--- src/rtl/pixmerge_pkg.sv ---
package pixmerge_pkg;

  localparam int COMP_W = 8;
  localparam int NCOMP  = 3;
  localparam int RGB_W  = COMP_W * NCOMP;

  typedef logic [COMP_W-1:0] comp_t;

  typedef struct packed {
    comp_t red;
    comp_t grn;
    comp_t blu;
  } rgb_t;

  typedef struct packed {
    logic sol;
    logic eol;
    logic eof;
  } mark_t;

  typedef enum logic {
    SRC_PALETTE = 1'b0,
    SRC_DIRECT  = 1'b1
  } src_e;

  // Direct-colour word keeps red in the low byte, blue in the high byte.
  function automatic rgb_t direct_to_rgb(input logic [RGB_W-1:0] w);
    rgb_t c;
    c.red = w[COMP_W-1:0];
    c.grn = w[2*COMP_W-1:COMP_W];
    c.blu = w[3*COMP_W-1:2*COMP_W];
    return c;
  endfunction

endpackage

--- src/rtl/pixmerge_classify.sv ---
module pixmerge_classify
  import pixmerge_pkg::*;
#(
  parameter int          TAG_W      = 8,
  parameter logic [7:0]  DIRECT_TAG = 8'h03
) (
  input  logic             clk,
  input  logic             rst,
  input  logic             in_valid,
  input  logic [TAG_W-1:0] in_tag,
  input  logic [RGB_W-1:0] in_direct,
  input  mark_t            in_mark,
  output logic             s1_valid,
  output src_e             s1_src,
  output rgb_t             s1_rgb,
  output mark_t            s1_mark
);

  localparam logic [TAG_W-1:0] TAG_MATCH = TAG_W'(DIRECT_TAG);

  src_e src_d;

  always_comb begin
    src_d = (in_tag == TAG_MATCH) ? SRC_DIRECT : SRC_PALETTE;
  end

  // Stage 1: holds the pixel while the palette read is in flight.
  always_ff @(posedge clk) begin
    if (rst) begin
      s1_valid <= 1'b0;
      s1_src   <= SRC_PALETTE;
      s1_rgb   <= '0;
      s1_mark  <= '0;
    end else begin
      s1_valid <= in_valid;
      if (in_valid) begin
        s1_src  <= src_d;
        s1_rgb  <= direct_to_rgb(in_direct);
        s1_mark <= in_mark;
      end
    end
  end

  // A stage-1 pixel always has a predecessor input in the previous cycle.
  AST_S1_FROM_INPUT: assert property (@(posedge clk) disable iff (rst)
    s1_valid |-> $past(in_valid)) else $error("stage 1 without input");

endmodule

--- src/rtl/pixmerge_raster.sv ---
module pixmerge_raster
  import pixmerge_pkg::*;
#(
  parameter int MAX_W = 1024,
  parameter int MAX_H = 768,
  parameter int XW    = $clog2(MAX_W + 1),
  parameter int YW    = $clog2(MAX_H + 1)
) (
  input  logic          clk,
  input  logic          rst,
  input  logic          adv,
  input  logic [XW-1:0] cfg_width,
  input  logic [YW-1:0] cfg_height,
  output mark_t         cur_mark
);

  localparam logic [XW-1:0] W_LIM = XW'(MAX_W);
  localparam logic [YW-1:0] H_LIM = YW'(MAX_H);

  logic [XW-1:0] eff_w, x_cnt;
  logic [YW-1:0] eff_h, y_cnt;
  logic          last_x, last_y;

  // Zero or out-of-range sizes fall back to the full window.
  always_comb begin
    eff_w = (cfg_width  == '0 || cfg_width  > W_LIM) ? W_LIM : cfg_width;
    eff_h = (cfg_height == '0 || cfg_height > H_LIM) ? H_LIM : cfg_height;
  end

  assign last_x = (x_cnt == eff_w - XW'(1));
  assign last_y = (y_cnt == eff_h - YW'(1));

  always_ff @(posedge clk) begin
    if (rst) begin
      x_cnt <= '0;
      y_cnt <= '0;
    end else if (adv) begin
      if (last_x) begin
        x_cnt <= '0;
        y_cnt <= last_y ? '0 : y_cnt + YW'(1);
      end else begin
        x_cnt <= x_cnt + XW'(1);
      end
    end
  end

  always_comb begin
    cur_mark.sol = (x_cnt == '0);
    cur_mark.eol = last_x;
    cur_mark.eof = last_x && last_y;
  end

  AST_X_BOUND: assert property (@(posedge clk) disable iff (rst)
    x_cnt < eff_w) else $error("column past active width");

  AST_Y_BOUND: assert property (@(posedge clk) disable iff (rst)
    y_cnt < eff_h) else $error("row past active height");

  AST_WRAP_ORIGIN: assert property (@(posedge clk) disable iff (rst)
    adv && cur_mark.eof |=> (x_cnt == '0) && (y_cnt == '0)) else $error("no wrap after frame end");

endmodule

--- src/rtl/pixmerge_pack.sv ---
module pixmerge_pack
  import pixmerge_pkg::*;
#(
  parameter int WORD_W = 32
) (
  input  logic              clk,
  input  logic              rst,
  input  logic              cfg_bgr,
  input  logic              s1_valid,
  input  src_e              s1_src,
  input  rgb_t              s1_rgb,
  input  mark_t             s1_mark,
  input  rgb_t              pal_rgb,
  output logic              out_valid,
  output logic [WORD_W-1:0] out_pixel,
  output mark_t             out_mark
);

  localparam int PAD_W = WORD_W - RGB_W;

  rgb_t             sel;
  comp_t            chan [NCOMP];
  logic [RGB_W-1:0] lanes;

  assign sel     = (s1_src == SRC_DIRECT) ? s1_rgb : pal_rgb;
  assign chan[0] = sel.red;
  assign chan[1] = sel.grn;
  assign chan[2] = sel.blu;

  // Lane j of the output: blue-first puts channel j there, red-first mirrors.
  for (genvar j = 0; j < NCOMP; j++) begin : g_lane
    assign lanes[j*COMP_W +: COMP_W] = cfg_bgr ? chan[j] : chan[NCOMP-1-j];
  end

  always_ff @(posedge clk) begin
    if (rst) begin
      out_valid <= 1'b0;
      out_pixel <= '0;
      out_mark  <= '0;
    end else begin
      out_valid <= s1_valid;
      out_mark  <= s1_valid ? s1_mark : '0;
      if (s1_valid) begin
        out_pixel <= {{PAD_W{1'b0}}, lanes};
      end
    end
  end

  AST_MARK_QUAL: assert property (@(posedge clk) disable iff (rst)
    !out_valid |-> (out_mark == '0)) else $error("marker without pixel");

endmodule

--- src/rtl/pixmerge.sv ---
module pixmerge
  import pixmerge_pkg::*;
#(
  parameter int         MAX_W      = 1024,
  parameter int         MAX_H      = 768,
  parameter int         IDX_W      = 8,
  parameter int         TAG_W      = 8,
  parameter int         WORD_W     = 32,
  parameter logic [7:0] DIRECT_TAG = 8'h03,
  localparam int        XW         = $clog2(MAX_W + 1),
  localparam int        YW         = $clog2(MAX_H + 1)
) (
  input  logic              clk,
  input  logic              rst,
  input  logic              cfg_bgr,
  input  logic [XW-1:0]     cfg_width,
  input  logic [YW-1:0]     cfg_height,
  input  logic              in_valid,
  input  logic [IDX_W-1:0]  in_index,
  input  logic [RGB_W-1:0]  in_direct,
  input  logic [TAG_W-1:0]  in_ctrl_tag,
  output logic              pal_rd_en,
  output logic [IDX_W-1:0]  pal_rd_addr,
  input  logic [RGB_W-1:0]  pal_rd_data,
  output logic              out_valid,
  output logic [WORD_W-1:0] out_pixel,
  output logic              out_sol,
  output logic              out_eol,
  output logic              out_eof
);

  localparam logic [TAG_W-1:0] TAG_MATCH = TAG_W'(DIRECT_TAG);

  mark_t cur_mark, s1_mark, o_mark;
  logic  s1_valid;
  src_e  s1_src;
  rgb_t  s1_rgb;

  // Palette read is issued with the pixel; data returns after one edge.
  assign pal_rd_en   = in_valid;
  assign pal_rd_addr = in_index;

  pixmerge_raster #(
    .MAX_W (MAX_W),
    .MAX_H (MAX_H),
    .XW    (XW),
    .YW    (YW)
  ) u_raster (
    .clk        (clk),
    .rst        (rst),
    .adv        (in_valid),
    .cfg_width  (cfg_width),
    .cfg_height (cfg_height),
    .cur_mark   (cur_mark)
  );

  pixmerge_classify #(
    .TAG_W      (TAG_W),
    .DIRECT_TAG (DIRECT_TAG)
  ) u_classify (
    .clk       (clk),
    .rst       (rst),
    .in_valid  (in_valid),
    .in_tag    (in_ctrl_tag),
    .in_direct (in_direct),
    .in_mark   (cur_mark),
    .s1_valid  (s1_valid),
    .s1_src    (s1_src),
    .s1_rgb    (s1_rgb),
    .s1_mark   (s1_mark)
  );

  pixmerge_pack #(
    .WORD_W (WORD_W)
  ) u_pack (
    .clk       (clk),
    .rst       (rst),
    .cfg_bgr   (cfg_bgr),
    .s1_valid  (s1_valid),
    .s1_src    (s1_src),
    .s1_rgb    (s1_rgb),
    .s1_mark   (s1_mark),
    .pal_rgb   (rgb_t'(pal_rd_data)),
    .out_valid (out_valid),
    .out_pixel (out_pixel),
    .out_mark  (o_mark)
  );

  assign out_sol = o_mark.sol;
  assign out_eol = o_mark.eol;
  assign out_eof = o_mark.eof;

  AST_LAT_FWD: assert property (@(posedge clk) disable iff (rst)
    in_valid |=> ##1 out_valid) else $error("pixel not delivered");

  AST_LAT_BACK: assert property (@(posedge clk) disable iff (rst)
    out_valid |-> $past(in_valid, 2)) else $error("spurious output");

  AST_DIRECT_RGB: assert property (@(posedge clk) disable iff (rst)
    out_valid && !cfg_bgr && ($past(in_ctrl_tag, 2) == TAG_MATCH) |->
      out_pixel[RGB_W-1:0] == {$past(in_direct[7:0], 2), $past(in_direct[15:8], 2),
                               $past(in_direct[23:16], 2)})
    else $error("direct colour mismatch");

  AST_PAL_RGB: assert property (@(posedge clk) disable iff (rst)
    out_valid && !cfg_bgr && ($past(in_ctrl_tag, 2) != TAG_MATCH) |->
      out_pixel[RGB_W-1:0] == $past(pal_rd_data))
    else $error("palette colour mismatch");

  AST_PAL_BGR: assert property (@(posedge clk) disable iff (rst)
    out_valid && cfg_bgr && ($past(in_ctrl_tag, 2) != TAG_MATCH) |->
      out_pixel[RGB_W-1:0] == {$past(pal_rd_data[7:0]), $past(pal_rd_data[15:8]),
                               $past(pal_rd_data[23:16])})
    else $error("blue-first order mismatch");

  AST_TOP_ZERO: assert property (@(posedge clk) disable iff (rst)
    out_pixel[WORD_W-1:RGB_W] == '0) else $error("top byte not zero");

  AST_EOF_IS_EOL: assert property (@(posedge clk) disable iff (rst)
    out_eof |-> out_eol) else $error("frame end off line end");

  AST_HOLD: assert property (@(posedge clk) disable iff (rst)
    !$stable(out_pixel) |-> out_valid) else $error("pixel changed while idle");

endmodule

--- config.mk ---
export PLATFORM = sky130hd
export DESIGN_NAME = pixmerge
export DESIGN_NICKNAME = d
export VERILOG_FILES = /design/src/rtl/pixmerge_pkg.sv /design/src/rtl/pixmerge_classify.sv /design/src/rtl/pixmerge_raster.sv /design/src/rtl/pixmerge_pack.sv /design/src/rtl/pixmerge.sv
export SDC_FILE = /design/constraint.sdc
export NUM_CORES = 1
export LEC_CHECK = 0
export ABC_AREA = 1
export CAP_MARGIN = 20
export CORE_MARGIN = 2
export CORE_UTILIZATION = 33
export DETAILED_ROUTE_END_ITERATION = 8
export PLACE_DENSITY = 0.6
export SLEW_MARGIN = 30
export SYNTH_ARGS = -nofsm -noshare
export SYNTH_HDL_FRONTEND = slang
export SYNTH_SLANG_ARGS = --single-unit
--- constraint.sdc ---
create_clock -name clk -period 7.1 [get_ports clk]
set_input_delay 1.065 -clock clk [delete_from_list [all_inputs] [get_ports clk]]
set_output_delay 1.065 -clock clk [all_outputs]
set_load 0.05 [all_outputs]
Yosys cells after proc, flatten, opt, wreduce, memory -nomap -nowiden
Index checks and enable logic that the tools add are counted.

storage, ports and cells
  flip-flop bits (word level) = 78
  input port bits = 89
  output and inout port bits = 45
  logic and storage cells = 41

cells by class
  $add $sub $neg = 4
  magnitude comparators = 2
  equality and inequality tests = 3
  mux-type cells = 8
  bitwise logic cells = 1
  reductions and logical operators = 8

operators with widths
  kind                     count
  $mux W24                 1
  $logic_not A11 Y1        2
  $mux W11                 2
  $mux W10                 2
  $mux W8                  2
  $add A11 B1 Y11 const B  1
  $eq A11 B11 Y1           1
  $gt A11 B11 Y1 const B   1
  $sub A11 B1 Y11 const B  1
  $add A10 B1 Y10 const B  1
  $eq A10 B10 Y1           1
  $gt A10 B10 Y1 const B   1
  $logic_not A10 Y1        1
  $sub A10 B1 Y10 const B  1
  $eq A8 B2 Y1 const B     1
  $logic_or A1 B1 Y1       2
  $reduce_and A2 Y1        1
  $reduce_or A2 Y1         1
  $logic_and A1 B1 Y1      1
  $mux W1                  1
  $not A1 Y1               1

Longest topological paths before layout
Gate-level depths: netlist of the first run.

  depth in word-level cells = 6
  mapped depth = 23
  gate-level depth less buffers = 21

Hierarchy
A second synthesis of the first run with hierarchy kept.

unflattened totals
  cell total of the unflattened synthesis = 830
  area total of the unflattened synthesis = 5282.6 sq um

by module, submodules not included
  module             instances  cells an instance  area each (sq um)  seq. area each (sq um)
  pixmerge_raster    1          417                2452.4             420.4
  pixmerge_pack      1          272                1695.4             560.5
  pixmerge_classify  1          132                1067.3             580.6
  pixmerge           1          9                  67.6               0.0

Least setup slack after synthesis of the first run
OpenSTA, ideal clock, no wires.

  path kind = input to register
  start point = input cfg_width[2]
  end point = register u_raster.x_cnt[5]
  setup time = 0.109 ns
  arrival time = 3.187 ns
  data required time = 6.991 ns
  path slack = 3.804 ns
  cell stages on the path = 21
  path buffers = 2
  path through = buf_6 > nor2_2 > nand3_2 > o21ai_4 > nand2_4 > buf_6 > nand2_1 > ha_1 > nand2_1 > nor2_1 > nand2_1 > nand2_1 > nand2_1 > nor2_1 > nand2_1 > nor2_2 > nand3_2 > nand2_2 > inv_2 > nand2_1 > inv_1

between the ends
  cells in the longest elaborated chain, start to end = 6
  elaborated cells between the ends (all ways) = 7
  those cells by class = 1 x add/sub; 1 x order compare; 1 x eq/ne; 2 x mux; 2 x reduce/logical

RTL lines
  item                                                        RTL line               source
  start: declaration                                          pixmerge.sv:16         input logic [XW-1:0] cfg_width,
  $gt A11 B11 Y1 / $logic_not A11 Y1 (equally long branches)  pixmerge_raster.sv:26  eff_w = (cfg_width == '0 || cfg_width > W_LIM) ? W_LIM : cfg_width;
  $logic_or A1 B1 Y1                                          pixmerge_raster.sv:26
  $mux W11 (*)                                                pixmerge_raster.sv:26
  $sub A11 B1 Y11 (*)                                         pixmerge_raster.sv:30  assign last_x = (x_cnt == eff_w - XW'(1));
  $eq A11 B11 Y1 (*)                                          pixmerge_raster.sv:30
  $mux W11 (*)                                                pixmerge_raster.sv:38  if (last_x) begin
  end signal: assignment                                      pixmerge_raster.sv:42  x_cnt <= x_cnt + XW'(1);
  end: declaration                                            pixmerge_raster.sv:20  logic [XW-1:0] eff_w, x_cnt;

Mark *: on every way between the ends. The rest lies on a longest branch, timed or not.
A chain may end at the register's enable or synchronous reset.

Final worst setup path of the first run
  start point = input cfg_height[3]
  end point = register u_raster.y_cnt[1]

between the ends
  cells in the longest elaborated chain, start to end = 6
  elaborated cells between the ends (all ways) = 7
  those cells by class = 1 x add/sub; 1 x order compare; 1 x eq/ne; 2 x mux; 2 x reduce/logical

RTL lines
  item                                                        RTL line               source
  start: declaration                                          pixmerge.sv:17         input logic [YW-1:0] cfg_height,
  $gt A10 B10 Y1 / $logic_not A10 Y1 (equally long branches)  pixmerge_raster.sv:27  eff_h = (cfg_height == '0 || cfg_height > H_LIM) ? H_LIM : cfg_height;
  $logic_or A1 B1 Y1                                          pixmerge_raster.sv:27
  $mux W10 (*)                                                pixmerge_raster.sv:27
  $sub A10 B1 Y10 (*)                                         pixmerge_raster.sv:31  assign last_y = (y_cnt == eff_h - YW'(1));
  $eq A10 B10 Y1 (*)                                          pixmerge_raster.sv:31
  $mux W10 (*)                                                pixmerge_raster.sv:40  y_cnt <= last_y ? '0 : y_cnt + YW'(1);
  end signal: assignment                                      pixmerge_raster.sv:40
  end: declaration                                            pixmerge_raster.sv:21  logic [YW-1:0] eff_h, y_cnt;

Marks and branches as above.

==> results.yml, run 1 <==
synth:
  yosysTopAreaCellShare_pct: 30.0
  synth_seq_area_share_pct: 30.0
  synthesis.instances: 856
  yosys.cell_types.count: 39
  synthFlopType: "sky130_fd_sc_hd__dfxtp_1"
  synth_seq_cells: 78
  ys_async_sr_fraction_pct: 0
  per_instance_average_area_after_synthesis_sq_um: 6.08
  ys.warnings.count: 0
  netlist_top_cells_area: "sky130_fd_sc_hd__dfxtp_1 (30%), sky130_fd_sc_hd__nand2_1 (18%), sky130_fd_sc_hd__nand3_1 (8.2%)"
  netlist.top_cell.by_area: "sky130_fd_sc_hd__dfxtp_1"
  number_of_enable_flip_flop_cells_after_synthesis: 0
  synth.cell_area_sq_um: 5200
timing:
  timing.final.hold_violations: 0
  final_report_setup_violation_count: 0
  fmax_ghz: 0.242
  timing.final.ws_setup_ps: 2960
  timing_worst_slew_pin_value_ps: 917
  grt_setup_unrepaired: "no"
  final.period_utilization_pct: 58.3
  relSlewSlack_pct: 38.8
  layout_min_cycle_time_ps: 4140
  fin_worst_skew_ps: 6.75
  final.setup.tns_ps: 0
  timing_max_transition_violations_final: 0
cells_and_area:
  layout_common_cells: "sky130_fd_sc_hd__nand2_1 (251), sky130_fd_sc_hd__clkdlybuf4s50_1 (109), sky130_fd_sc_hd__inv_1 (108)"
  final_common_cell: "sky130_fd_sc_hd__nand2_1"
  layout-drive-gt1-share_pct: 4.46
  layout-area-overhead-vs-synth_pct: 27.9
  layout.nets: 1030
  diodes: 0
clocking:
  post_cts.resized_instances: 0
  cts_root_buf: "sky130_fd_sc_hd__clkbuf_16"
  clkLatencyLatePin_ps: 330
  clk_transition_reported_paths_ps: 60
  maximum_number_of_buffers_from_clock_root_to_sink: 2
  cts.hold.buffers_added: 0
  clock_tree_from_tritoncts: "done"
  htreeDepth: 3
  clock-sinks: 78
  cts.repair_timing.setup_buffer_count: 0
  numCtsBuffers: 9
min_path:
  hold_path_depth: 2
  min-delay-path-class: "reg2reg"
  hold_path_end: "u_pack.out_mark[1]"
  timing.hold.worst.start: "u_classify.s1_mark[1]"
route:
  topRoutingLayerUsed: "met4"
  met3_length_mm: 1.06
  postRouteAntennaNets: 0
  met2WireLength_mm: 6.21
  drt-vias-per-instance: 4.67
  route.vias.total: 5381
  wl_met1_mm: 6.98
  post_drt_wl_per_cell_um: 12.5
  detail_route.drc_violations: 0
  drt_iter0_drc: 261
  routed_wl_mm: 14.3
  drt_first_pass_iters: 5
setup_path:
  required_ps: 7320
  critPathKind: "in2reg"
  crit_path_frequent_cell: "sky130_fd_sc_hd__nand2_1"
  worst_setup_path_start_kind: "primary input"
  timing.reg2reg.worst_path_depth: 7
  cp_data_arrival_time_ps: 4360
  critical_path.cell_chain: "clkdlybuf4s50_1 > nor2_1 > nand2_1 > nor2_2 > nand2_1 > nand2_1 > nand2_1 > ha_1 > nand2_1 > inv_1 > nand2_1 > nand2_1 > nand3_1 > nand2_1 > nor2_1 > nand4_2 > nand2_1 > nand3_1 > nand2_1 > nor2_1"
  critical_path_peak_fanout: 20
  reg2reg_to: "u_pack.out_pixel[21]"
  reg2reg_setup_slack_ps: 4860
  cpPeakStageDelay_ps: 570
  reg2reg_from: "u_classify.s1_src"
  endpoint_kind: "flop"
  crit_slowest_cell: "sky130_fd_sc_hd__clkdlybuf4s50_1"
global_routing:
  antenna_violations_before_repair: 0
  grt_usage_pct: 17.5
  first_global_vias: 4989
  grt_max_degree: 56
  grt_overflow: 0
  wire_length_of_the_first_global_routing_pass_mm: 23.8
floorplanning:
  core.rowCount: 45
  design.portCount: 134
  chipHeight_um: 130
  die_outline_width_um: 130
  dieArea_sq_um: 16800
  floorplan.initialDensity_pct: 34.0
  coreArea_sq_um: 15300
power:
  clock_power_share_pct: 41.0
  p_per_area_nw_per_um2: 186
  combPwrFrac_pct: 21.0
  power.static_leakage_uw: 0.00312
  switching_part_of_the_total_power_pct: 29.0
  total_switching_power_uw: 360
  vdd_drop_max_mv: 0.164
  internal-power_uw: 880
  seqPwrFrac_pct: 38.0
placed_design:
  dp_slack_ps: 2600
  detailed_placement_wirelength_estimate_mm: 10.7
  io_buffers: 109
  finalWeightedCongestion: 0.873
run_status:
  status: "complete, no violations"
run:
  cap_violations: 0
area by class of cell:
type	instances	area [sq um]
tap	211	264
fill	1639	8660
sequential	78	1560
multi-input combinational	623	2960
timing repair buffer	113	1120
clock inverter	6	93.8
clock buffer	10	239
inverter	111	417
Yosys cell counts, drive strengths merged (11+ instances only):
cell    number
o211ai      19
buf         28
xor2        17
a21oi       33
inv        109
nor3        11
nand4       16
clkbuf      23
nand2      254
dfxtp       78
o21ai       50
nor2       106
nand3       89
cell families after synthesis:
logic type / after synthesis / share of synthesized area [%]
AOI/OAI and AO/OA: 113 / 13.1
and+or+nand+nor: 479 / 39.0
adders and majority gates: 5 / 1.20
DFF: 78 / 30.0
other: 1 / 0.0721
buffers and inverters: 162 / 13.6
xor gates and xnor gates: 18 / 3.03
state kept, by name (all words and copies together) (netlist names):
signal / cells
u_classify.s1_rgb: 24
u_pack.out_pixel: 24
u_raster.x_cnt: 11
u_raster.y_cnt: 10
u_classify.s1_mark: 3
u_pack.out_mark: 3
u_classify.s1_src: 1
u_classify.s1_valid: 1
u_pack.out_valid: 1
metal layers:
layer	track usage (%)	vias up
met3	5.53	8
met4	3.73	0
met1	24.0	2357
li1	-	2862
met5	0	-
met2	26.9	154
worst max-delay path by stage:
| stage | slack, ps | from | end |
|---|---|---|---|
| global route | 2540 | cfg_height[2] | u_raster.y_cnt[1] |
| detailed placement | 2600 | cfg_height[2] | u_raster.y_cnt[1] |
| CTS | 2950 | cfg_height[3] | u_raster.y_cnt[1] |
| floorplan | 3800 | cfg_width[2] | u_raster.x_cnt[5] |
| global placement | 2540 | cfg_height[2] | u_raster.y_cnt[1] |
| finish | 2960 | cfg_height[3] | u_raster.y_cnt[1] |
stage by stage:
| stage | std cells | power (uW) | hold slack [ps] | utilization, % | cell area [sq um] |
|---|---|---|---|---|---|
| final | 1152 | 1240 | 430 | 43.5 | 6660 |
| after global routing | 1152 | 1310 | 454 | 43.5 | 6660 |
| after CTS | 1152 | 1260 | 432 | 43.5 | 6660 |
| after detailed placement | 1136 | 742 | 416 | 41.3 | 6320 |
| after global placement | 1136 | 742 | 421 | 41.3 | 6320 |
| after floorplan | 863 | 662 | 405 | - | 5230 |
critical path, delay by kind of cell:
| family | cells | cell delay, ps |
|---|---|---|
| and+or+nand+nor | 17 | 2320 |
| adders and majority gates | 1 | 280 |
| buffers and inverters | 2 | 670 |
power by group through the flow:
stage	sequential, uW	combinational (uW)	clock [uW]
after floorplan	510	152	0
after global placement	481	261	0
after detailed placement	481	261	0
after CTS	471	262	523
after global routing	474	290	544
final	472	260	508
Power figures use the tool's default switching activity.
==> run 2, diff against run 1 <==
==> constraint.sdc (replaced) <==
create_clock -name clk -period 4.15 [get_ports clk]
set_input_delay 0.6225 -clock clk [delete_from_list [all_inputs] [get_ports clk]]
set_output_delay 0.6225 -clock clk [all_outputs]
set_load 0.05 [all_outputs]
==> run 2 against run 1 <==
Compared with the run above:
- final cell count up 0.61%
- clock power grew 68%
- sequential cell count stayed put
- critical path depth did not move
- sequential share of layout area decreased by 0.18 points
- setup slack worse by 2500 ps
- die area unchanged
- critical path type unchanged
- design area grew 0.75%
- clock-buffer cell count is 1 higher
- hold slack lost 1.9 ps
- first-iteration DRC count is the same
==> results.yml, run 2 (same netlist as run 1, synthesis figures left out) <==
clocking:
  maximum_number_of_buffers_from_clock_root_to_sink: 2
  cts.repair_timing.setup_buffer_count: 0
  numCtsBuffers: 9
  cts.hold.buffers_added: 0
  clock_tree_from_tritoncts: "done"
  post_cts.resized_instances: 0
  cts_root_buf: "sky130_fd_sc_hd__clkbuf_16"
  clock-sinks: 78
  htreeDepth: 3
  clkLatencyLatePin_ps: 340
  clk_transition_reported_paths_ps: 60
cells_and_area:
  layout.cell_area.non_filler_sq_um: 6710
  largestRegisters: "u_classify.s1_rgb x24, u_pack.out_pixel x24, u_raster.x_cnt x11"
  final_util_pct: 43.8
  final_common_cell: "sky130_fd_sc_hd__nand2_1"
  layout-drive-gt1-share_pct: 5.06
  layout-area-overhead-vs-synth_pct: 28.9
  filler_cell_count: 1648
  layout.nets: 1038
  diodes: 0
  layout_common_cells: "sky130_fd_sc_hd__nand2_1 (251), sky130_fd_sc_hd__clkdlybuf4s50_1 (109), sky130_fd_sc_hd__inv_1 (108)"
timing:
  timing.final.hold_violations: 0
  timing_worst_slew_pin_value_ps: 725
  final.period_utilization_pct: 89.1
  fmax_ghz: 0.270
  relSlewSlack_pct: 51.6
  layout_min_cycle_time_ps: 3700
  timing_max_transition_violations_final: 0
  final.setup.tns_ps: 0
  hold-worst-slack_ps: 428
  grt_setup_unrepaired: "no"
  final_report_setup_violation_count: 0
  fin_worst_skew_ps: 9.78
placed_design:
  detailed_place.area_sq_um: 6380
  io_buffers: 109
  finalWeightedCongestion: 0.920
  detailed_placement_wirelength_estimate_mm: 10.9
min_path:
  min-delay-path-class: "reg2reg"
route:
  post_drt_wl_per_cell_um: 12.5
  route.vias.total: 5401
  routed_wl_mm: 14.4
  postRouteAntennaNets: 0
  drt_iter0_drc: 261
  drt_first_pass_iters: 5
  detail_route.drc_violations: 0
  drt-vias-per-instance: 4.66
setup_path:
  required_ps: 4390
  endpoint_kind: "flop"
  cpPeakStageDelay_ps: 520
  crit_path_frequent_cell: "sky130_fd_sc_hd__nand2_1"
  critical_path.cell_chain: "clkdlybuf4s50_1 > nor2_1 > nand2_1 > o21ai_4 > nand2_4 > nand2_1 > ha_1 > nand2_1 > nor2_1 > nand2_1 > nand2_1 > nand2_1 > nor2_1 > nand2_1 > nor2_2 > nand3_2 > nand2_2 > inv_2 > nand2_1 > inv_1"
  critical_path_peak_fanout: 15
  critPathKind: "in2reg"
  family_with_the_most_delay_on_the_worst_path: "simple AND/OR/NAND/NOR gates"
  crit_slowest_cell: "sky130_fd_sc_hd__clkdlybuf4s50_1"
  worst_setup_path_start_kind: "primary input"
  cp_data_arrival_time_ps: 3930
  worst-path-buf-inv: 3
run:
  cap_violations: 0
floorplanning:
  chipHeight_um: 130
  floorplan.initialDensity_pct: 34.0
  coreArea_sq_um: 15300
  dieArea_sq_um: 16800
  die_outline_width_um: 130
  design.portCount: 134
  core.rowCount: 45
power:
  vdd_drop_max_mv: 0.206
  totalPowerFinal_uw: 2110
  power.static_leakage_uw: 0.00316
  p_per_area_nw_per_um2: 315
global_routing:
  antenna_violations_before_repair: 0
  first_global_vias: 5014
  wire_length_of_the_first_global_routing_pass_mm: 23.7
  grt_usage_pct: 17.5
  grt_max_degree: 48
  grt_overflow: 0
run_status:
  status: "complete, no violations"
run 2: per-stage QoR:
step,cells,setup WS (ps)
finish,1159,453
global route,1159,175
CTS,1159,506
detailed placement,1144,155
global placement,1144,155
floorplan,863,1300
run 2: worst reg2reg max path, delay by kind of cell, from the launching register on:
family	cells	cell delay, ps
AND/OR/NAND/NOR	10	1080
buffers and inverters	2	80
AO/OA/AOI/OAI	1	170
flip-flops	1	470
run 2: report_power, final:
group	switching [uW]	internal [uW]	total (uW)
combinational	278	178	456
sequential	18.8	785	804
clock	298	554	852
run 2: area by class of cell:
cell class              count  area, sq um  area share [%]
flip-flops and latches     78         1560            23.3
well taps                 211          264            3.94
inverters                 111          417            6.21
multi-input cells         623         2960            44.1
repair buffers            121         1180            17.6
clock inverters             4         70.1            1.04
clock buffers              11          253            3.77
run 2: final timing paths:
kind | from | to | slack [ps] | depth (start not counted)
max | cfg_width[7] | u_raster.x_cnt[5] | 450 | 20
min | u_classify.s1_mark[1] | u_pack.out_mark[1] | 430 | 2
min reg2reg | u_classify.s1_mark[1] | u_pack.out_mark[1] | 430 | 2
max reg2reg | u_raster.x_cnt[5] | u_raster.x_cnt[5] | 2220 | 13
run 2: routing by layer:
layer,share of wire (%),global-route usage [%],up-vias
li1,-,-,2881
met1,50,24.5,2360
met2,42,26.3,145
met3,7.2,5.00,15
met4,1.4,4.93,0
met5,0,0,-
